[src/rtl/exp_fifo_slice.sv]
module exp_fifo_slice #(
  parameter int W     = 9,
  parameter int DEPTH = 16
) (
  input  logic         clk,
  input  logic         rst_n,
  input  logic         wr_en,
  input  logic [W-1:0] wr_data,
  input  logic         rd_en,
  output logic [W-1:0] rd_data,
  input  logic         first_load_rt,
  input  logic         exp_in,
  output logic         exp_out,
  output logic         empty,
  output logic         full,
  output logic         almost,
  output logic         wr_owner
);
  localparam int AW     = $clog2(DEPTH);
  localparam int EIGHTH = DEPTH / 8;

  logic [W-1:0] mem [DEPTH];
  logic [AW:0]  wptr, rptr, count;
  logic         single_q, token_q;
  logic         wr_acc, rd_acc, rt_hit, last_slot, half;

  assign count     = wptr - rptr;
  assign empty     = (count == '0);
  assign full      = (count == (AW+1)'(DEPTH));
  assign half      = (count > (AW+1)'(DEPTH / 2));
  assign almost    = (count < (AW+1)'(EIGHTH)) || (count > (AW+1)'(DEPTH - EIGHTH));
  assign wr_owner  = single_q | token_q;
  assign wr_acc    = rst_n & wr_en & ~full & wr_owner;
  assign rd_acc    = rst_n & rd_en & ~empty;
  assign rt_hit    = single_q & first_load_rt;
  assign last_slot = (wptr[AW-1:0] == AW'(DEPTH - 1));
  assign exp_out   = !rst_n ? 1'b0 : (single_q ? half : (wr_acc & last_slot));

  always_ff @(posedge clk) begin
    if (wr_acc) mem[wptr[AW-1:0]] <= wr_data;
  end

  always_ff @(posedge clk) begin
    if (!rst_n) begin
      wptr     <= '0;
      rptr     <= '0;
      rd_data  <= '0;
      single_q <= exp_in;
      token_q  <= ~exp_in & first_load_rt;
    end else begin
      if (wr_acc) wptr <= wptr + 1'b1;
      if (rt_hit) rptr <= '0;
      else if (rd_acc) begin
        rptr    <= rptr + 1'b1;
        rd_data <= mem[rptr[AW-1:0]];
      end
      if (!single_q) begin
        if (exp_in) token_q <= 1'b1;
        else if (wr_acc && last_slot) token_q <= 1'b0;
      end
    end
  end

  AST_NO_OVERFLOW: assert property (@(posedge clk) disable iff (!rst_n)
    count <= (AW+1)'(DEPTH));
  AST_FULL_BLOCKS: assert property (@(posedge clk) disable iff (!rst_n)
    full |=> (wptr == $past(wptr)));
  AST_EMPTY_BLOCKS: assert property (@(posedge clk) disable iff (!rst_n)
    (empty && !rt_hit) |=> (rptr == $past(rptr)));
  AST_NO_TOKEN_NO_WRITE: assert property (@(posedge clk) disable iff (!rst_n)
    (!single_q && !token_q) |=> (wptr == $past(wptr)));
  AST_PULSE_ONE_CYCLE: assert property (@(posedge clk) disable iff (!rst_n)
    (!single_q && exp_out) |=> !exp_out);
  AST_TOKEN_RELEASED: assert property (@(posedge clk) disable iff (!rst_n)
    (!single_q && exp_out && !exp_in) |=> !token_q);
  AST_TOKEN_TAKEN: assert property (@(posedge clk) disable iff (!rst_n)
    (!single_q && exp_in) |=> token_q);
  AST_RT_IGNORED: assert property (@(posedge clk) disable iff (!rst_n)
    (!single_q && !(rd_en && !empty)) |=> (rptr == $past(rptr)));
endmodule

[config.mk]
export PLATFORM = sky130hd
export DESIGN_NAME = exp_fifo_slice
export DESIGN_NICKNAME = d
export VERILOG_FILES = /design/src/rtl/exp_fifo_slice.sv
export SDC_FILE = /design/constraint.sdc
export NUM_CORES = 1
export LEC_CHECK = 0
export ABC_CLOCK_PERIOD_IN_PS = 3600
export BUFFER_PORTS_ARGS = -buffer_cell sky130_fd_sc_hd__clkbuf_2
export CORE_ASPECT_RATIO = 1.4
export CORE_UTILIZATION = 61
export CTS_CLUSTER_DIAMETER = 150
export DETAILED_ROUTE_END_ITERATION = 12
export GPL_ROUTABILITY_DRIVEN = 0
export HOLD_SLACK_MARGIN = 0.15
export PLACE_DENSITY = 0.79
export SETUP_SLACK_MARGIN = 0.15
export SLEW_MARGIN = 25
export SYNTH_ARGS = -nofsm -noshare
export SYNTH_HDL_FRONTEND = slang
export SYNTH_SLANG_ARGS = --single-unit
[constraint.sdc]
create_clock -name clk -period 3.6 [get_ports clk]
set_clock_uncertainty 0.1 [all_clocks]
set_input_delay 0.36 -clock clk [delete_from_list [all_inputs] [get_ports clk]]
set_output_delay 0.36 -clock clk [all_outputs]
set_load 0.05 [all_outputs]
-- Word level (Yosys, flattened, before mapping)
Memories as Yosys holds them, arrays and structs flattened. A register that Yosys moved wholly into a read port is not among the register bits.
Index checks and enable logic that the tools add are counted.
- register bits after elaboration: 12
- bits in writable memories: 144
- logic and storage cells: 44
- memories kept: 1
- add/sub/neg operators: 3
- order comparisons: 3
- equality and inequality tests: 4
- mux-type cells: 8
- bitwise gates (word level): 14
- reductions and logical operators: 7
- memory list (memory ; depth ; width ; rd ports ; clocked after Yosys merged registers in ; wr ports ; line ; source):
    mem ; 16 ; 9 ; 1 ; 1 ; 1 ; 22 ; logic [W-1:0] mem [DEPTH];
- operator list (operator ; number):
    $add 5x1->5 const B ; 2
    $gt 5x4->1 const B ; 2
    $and 1x1->1 ; 8
    $mux 1 ; 8
    $eq 5x5->1 const B ; 1
    $logic_not 5->1 ; 1
    $lt 5x2->1 const B ; 1
    $not 1->1 ; 5
    $sub 5x5->5 ; 1
    $eq 4x4->1 const B ; 1
    $reduce_and 2->1 ; 2
    $ne 3x1->1 const B ; 1
    $ne 2x2->1 const B ; 1
    $reduce_or 2->1 ; 1
    $logic_and 1x1->1 ; 1
    $logic_not 1->1 ; 1
    $logic_or 1x1->1 ; 1
    $or 1x1->1 ; 1

-- Logic depth before layout (Yosys ltp)
- depth in word-level cells: 10
- depth in mapped cells: 11
- mapped depth without buffers: 10

-- Worst setup path before layout
Ideal clock, no wire load.
- path type: register -> output
- start point: register rptr[1]
- end point: output exp_out
- arrival: 2901 ps
- data required time: 3140 ps
- path slack: 239 ps
- cell stages (with the launch flop): 10
- path buffers: 2
- cells stage by stage: dfxtp_1 -> buf_1 -> inv_1 -> ha_1 -> and3b_1 -> o21a_1 -> o2111ai_1 -> and4_1 -> clkbuf_1 -> o211a_1
- word-level cells in the longest chain between the ends: 8
- elaborated cells on any way between the ends: 9
- classes of those cells: add/sub (1); order compare (1); eq/ne (1); mux (2); bitwise (4)
- RTL lines (item ; line ; source):
    from (decl) ; 23 ; logic [AW:0] wptr, rptr, count;
    from (signal assigned) ; 54 ; rptr <= rptr + 1'b1;
    $sub 5x5->5 (*) ; 27 ; assign count = wptr - rptr;
    $eq 5x5->1 ; 29 ; assign full = (count == (AW+1)'(DEPTH));
    $not 1->1 ; 33 ; assign wr_acc = rst_n & wr_en & ~full & wr_owner;
    $and 1x1->1 (2 in a row) ; 33 ;
    $and 1x1->1 ; 37 ; assign exp_out = !rst_n ? 1'b0 : (single_q ? half : (wr_acc & last_slot));
    $mux 1 (*) (2 in a row) ; 37 ;
    to (decl) ; 13 ; output logic exp_out,
Every way passes the cells marked *; elsewhere a longest branch is shown, timed or not.

-- Worst setup path after layout
- start point: register rptr[3]
- end point: output empty
- word-level cells in the longest chain between the ends: 2
- RTL lines (item ; line ; source):
    $sub 5x5->5 ; 27 ;
    $logic_not 5->1 ; 28 ; assign empty = (count == '0);
    to (decl) ; 14 ; output logic empty,
No other way between the ends.

==> results.py <==
metrics = {
    "route": {
        "highest_layer": "met4",
        "dr_wl_met3_um": 785,
        "routed_wirelength_um": 13900,
        "vias": 3707,
        "antenna_left": 0,
        "met1_length_um": 5350,
        "viasPerCell": 6.46,
        "drc": 0,
        "wl_per_cell_um": 24.2,
        "firstDrtPassIters": 5,
        "first_iter_violations": 329,
        "wl_met2_um": 7380,
    },
    "clock_tree": {
        "cts_root_buf": "clkbuf_16",
        "cts_tree": "built",
        "clock_sinks": 165,
        "cts_made_buffers": 17,
        "clockBufferDepth": 2,
        "cts.clk_slew.worst_paths_ns": 0.06,
        "clk_latency_ns": 0.42,
        "htreeDepth": 4,
    },
    "global_routing": {
        "grt_usage": 0.270,
        "grt_max_degree": 41,
        "grt_pass1_wl_um": 21800,
        "antenna_found_initial": 0,
        "grt_overflow": 0,
        "first_global_vias": 3738,
    },
    "timing": {
        "fmax_mhz": 303,
        "timing.hold.ws_ns": 0.250,
        "setup_viol": 0,
        "setup_tns_ns": 0,
        "min_period_ns": 3.30,
        "drv_slew": 0,
        "fin_crit_sh": 0.918,
        "hold_viol": 0,
        "worst_pin_slew_ns": 0.753,
        "slew-limit-headroom": 0.498,
        "rsz0062_at_grt": "no",
    },
    "flow_run": {
        "drv_cap": 0,
    },
    "worst_setup_path": {
        "cp.arrival_ns": 2.84,
        "crit_path_cell_trace": "inv_1, ha_1, nor3_1, o221ai_4, inv_4, clkbuf_2",
        "start_kind": "register",
        "cp.required_ns": 3.14,
        "rr_startpoint": "rptr[3]",
        "cp_slowest_cell": "nor3_1",
        "path_class": "reg2out",
        "slowest_delay_ns": 0.56,
        "path_max_fanout": 19,
        "cp-startpoint": "rptr[3]",
        "worstSetupEndpointType": "output port",
    },
    "pwr": {
        "total_power_uw": 4240,
        "switching_share": 0.240,
        "cellLeakagePower_uw": 0.00253,
        "internal_power_uw": 3220,
        "power_switching_uw": 1020,
        "clkPwrFrac": 0.394,
        "ir_drop_mv": 0.350,
        "seqPwrFrac": 0.501,
        "p_comb_frac": 0.105,
        "pwr_density_cell_nw_per_um2": 558,
    },
    "die": {
        "ios": 29,
        "die_h_um": 126,
        "die_area_um2": 11500,
        "die_w_um": 90.8,
        "coreArea_um2": 10800,
        "num_rows": 45,
        "initial_core_util": 0.623,
    },
    "synthesis": {
        "syn_nets": 408,
        "syn_area_um2": 6730,
        "synth_ff_type": "edfxtp_1",
        "yosys_warnings": 0,
        "synth-seq-area-share": 0.708,
        "async_flop_share": 0,
        "synth_edf_count": 146,
        "syn_area_per_cell_um2": 17.6,
        "syn_inst": 383,
        "ys_ff_latch": 165,
        "synth_cell_types": 49,
    },
    "finish": {
        "nets": 445,
        "syn_to_final_growth_pct": 12.8,
        "n_antenna_cell": 0,
        "layout-drive-gt1-share": 0.252,
        "final_cell_area_um2": 7600,
        "fillers": 704,
    },
    "outcome": {
        "status": "complete, no violations",
    },
    "placement": {
        "place_area_um2": 7000,
        "port_buffers": 28,
        "hpwl_um": 9030,
    },
    "min_path": {
        "hold_start": "rst_n",
        "min_path_type": "in2reg",
    },
}
## cell families (layout without fill, tap and decap cells)
kind of cell	count (synthesis)	after routing	share of synthesized area
AO/OA/AOI/OAI	56	56	0.0543
XOR/XNOR	2	2	0.00372
adder cells (fa/ha/maj)	10	10	0.0197
buffers and inverters	26	76	0.0180
flip-flops	165	165	0.708
multiplexers	41	41	0.128
AND/OR/NAND/NOR	83	83	0.0689
## cell usage in the layout (no fill, tap or decap), drive strengths merged, types with 11 or more instances in the layout
cell / n
edfxtp: 146
inv: 11
clkbuf: 47
mux4: 36
o22ai: 18
and3: 19
dfxtp: 19
o21ai: 11
a21oi: 14
nand2: 21
## cell usage after synthesis, drive strengths merged (2+ instances only)
cell type | number | area [um^2]
edfxtp | 146 | 4380
mux4 | 36 | 811
nand2 | 21 | 78.8
and3 | 19 | 119
dfxtp | 19 | 380
o22ai | 18 | 113
a21oi | 14 | 73.8
buf | 11 | 62.6
o21ai | 11 | 55.1
ha | 9 | 113
inv | 9 | 36.3
nand3 | 9 | 45.0
or4 | 8 | 60.1
nor2 | 7 | 33.8
clkbuf | 6 | 22.5
mux2i | 5 | 50.1
a21o | 3 | 22.5
and2 | 3 | 18.8
nor2b | 3 | 18.8
nand2b | 2 | 12.5
nor3 | 2 | 10.0
or2 | 2 | 12.5
## path summary, 6_finish.rpt
kind | to | slack (ns) | cells past startpoint
worst min-delay path | wptr[4] | 0.25 | 3
worst max register to register | mem[1][2] | 0.50 | 8
worst min register to register | rd_data[7] | 0.38 | 2
worst max-delay path | empty | 0.30 | 6
## worst max-delay path, delay by kind of cell, from the launching register on
kind | cells | cell delay [ns]
buffers and inverters | 3 | 0.68
AND/OR/NAND/NOR | 1 | 0.56
flip-flops | 1 | 0.51
adder cells (fa/ha/maj) | 1 | 0.36
AO/OA/AOI/OAI | 1 | 0.30
## area by class of cell
type	count	area, um^2	area share
flip-flops and latches	165	4770	0.627
multi-input cells	192	1870	0.246
clock buffers	20	447	0.0588
repair buffers	35	200	0.0263
well taps	141	176	0.0232
clock inverters	12	106	0.0140
inverters	9	36.3	0.00478
## through the flow
step	std cells	util	setup WS, ns
after detailed placement	539	0.647	0.436
after floorplan	383	-	0.239
final	574	0.703	0.297
after CTS	574	0.702	0.199
after global placement	539	0.647	0.539
after global routing	574	0.703	0.176
## flip-flops by register name, summed over array words and instances, names as in the netlist
name,cells
mem,144
rd_data,9
rptr,5
single_q,1
token_q,1
wptr,5
## power by group through the flow
stage	Combinational [uW]	Sequential, uW	Clock [uW]
floorplan	290	2190	0
global placement	423	2160	0
detailed placement	434	2160	0
CTS	442	2120	1690
global route	475	2120	1770
finish	445	2120	1670
## timing repair
item | in CTS | in global routing
gates cloned | 0 | 0
endpoints found under the hold margin | 3 | 0
buffers inserted | 0 | 0
setup endpoints to repair | 1 | 1
hold buffers | 3 | 0
pin swaps | 0 | 0
resized for setup | 1 | 3
## per-layer routing
metal / up-vias / global-route usage
li1: 1630 / -
met1: 1899 / 0.350
met2: 151 / 0.446
met3: 27 / 0.0612
met4: 0 / 0.115
met5: - / 0
No activity file was read; power rests on OpenSTA's default activity.
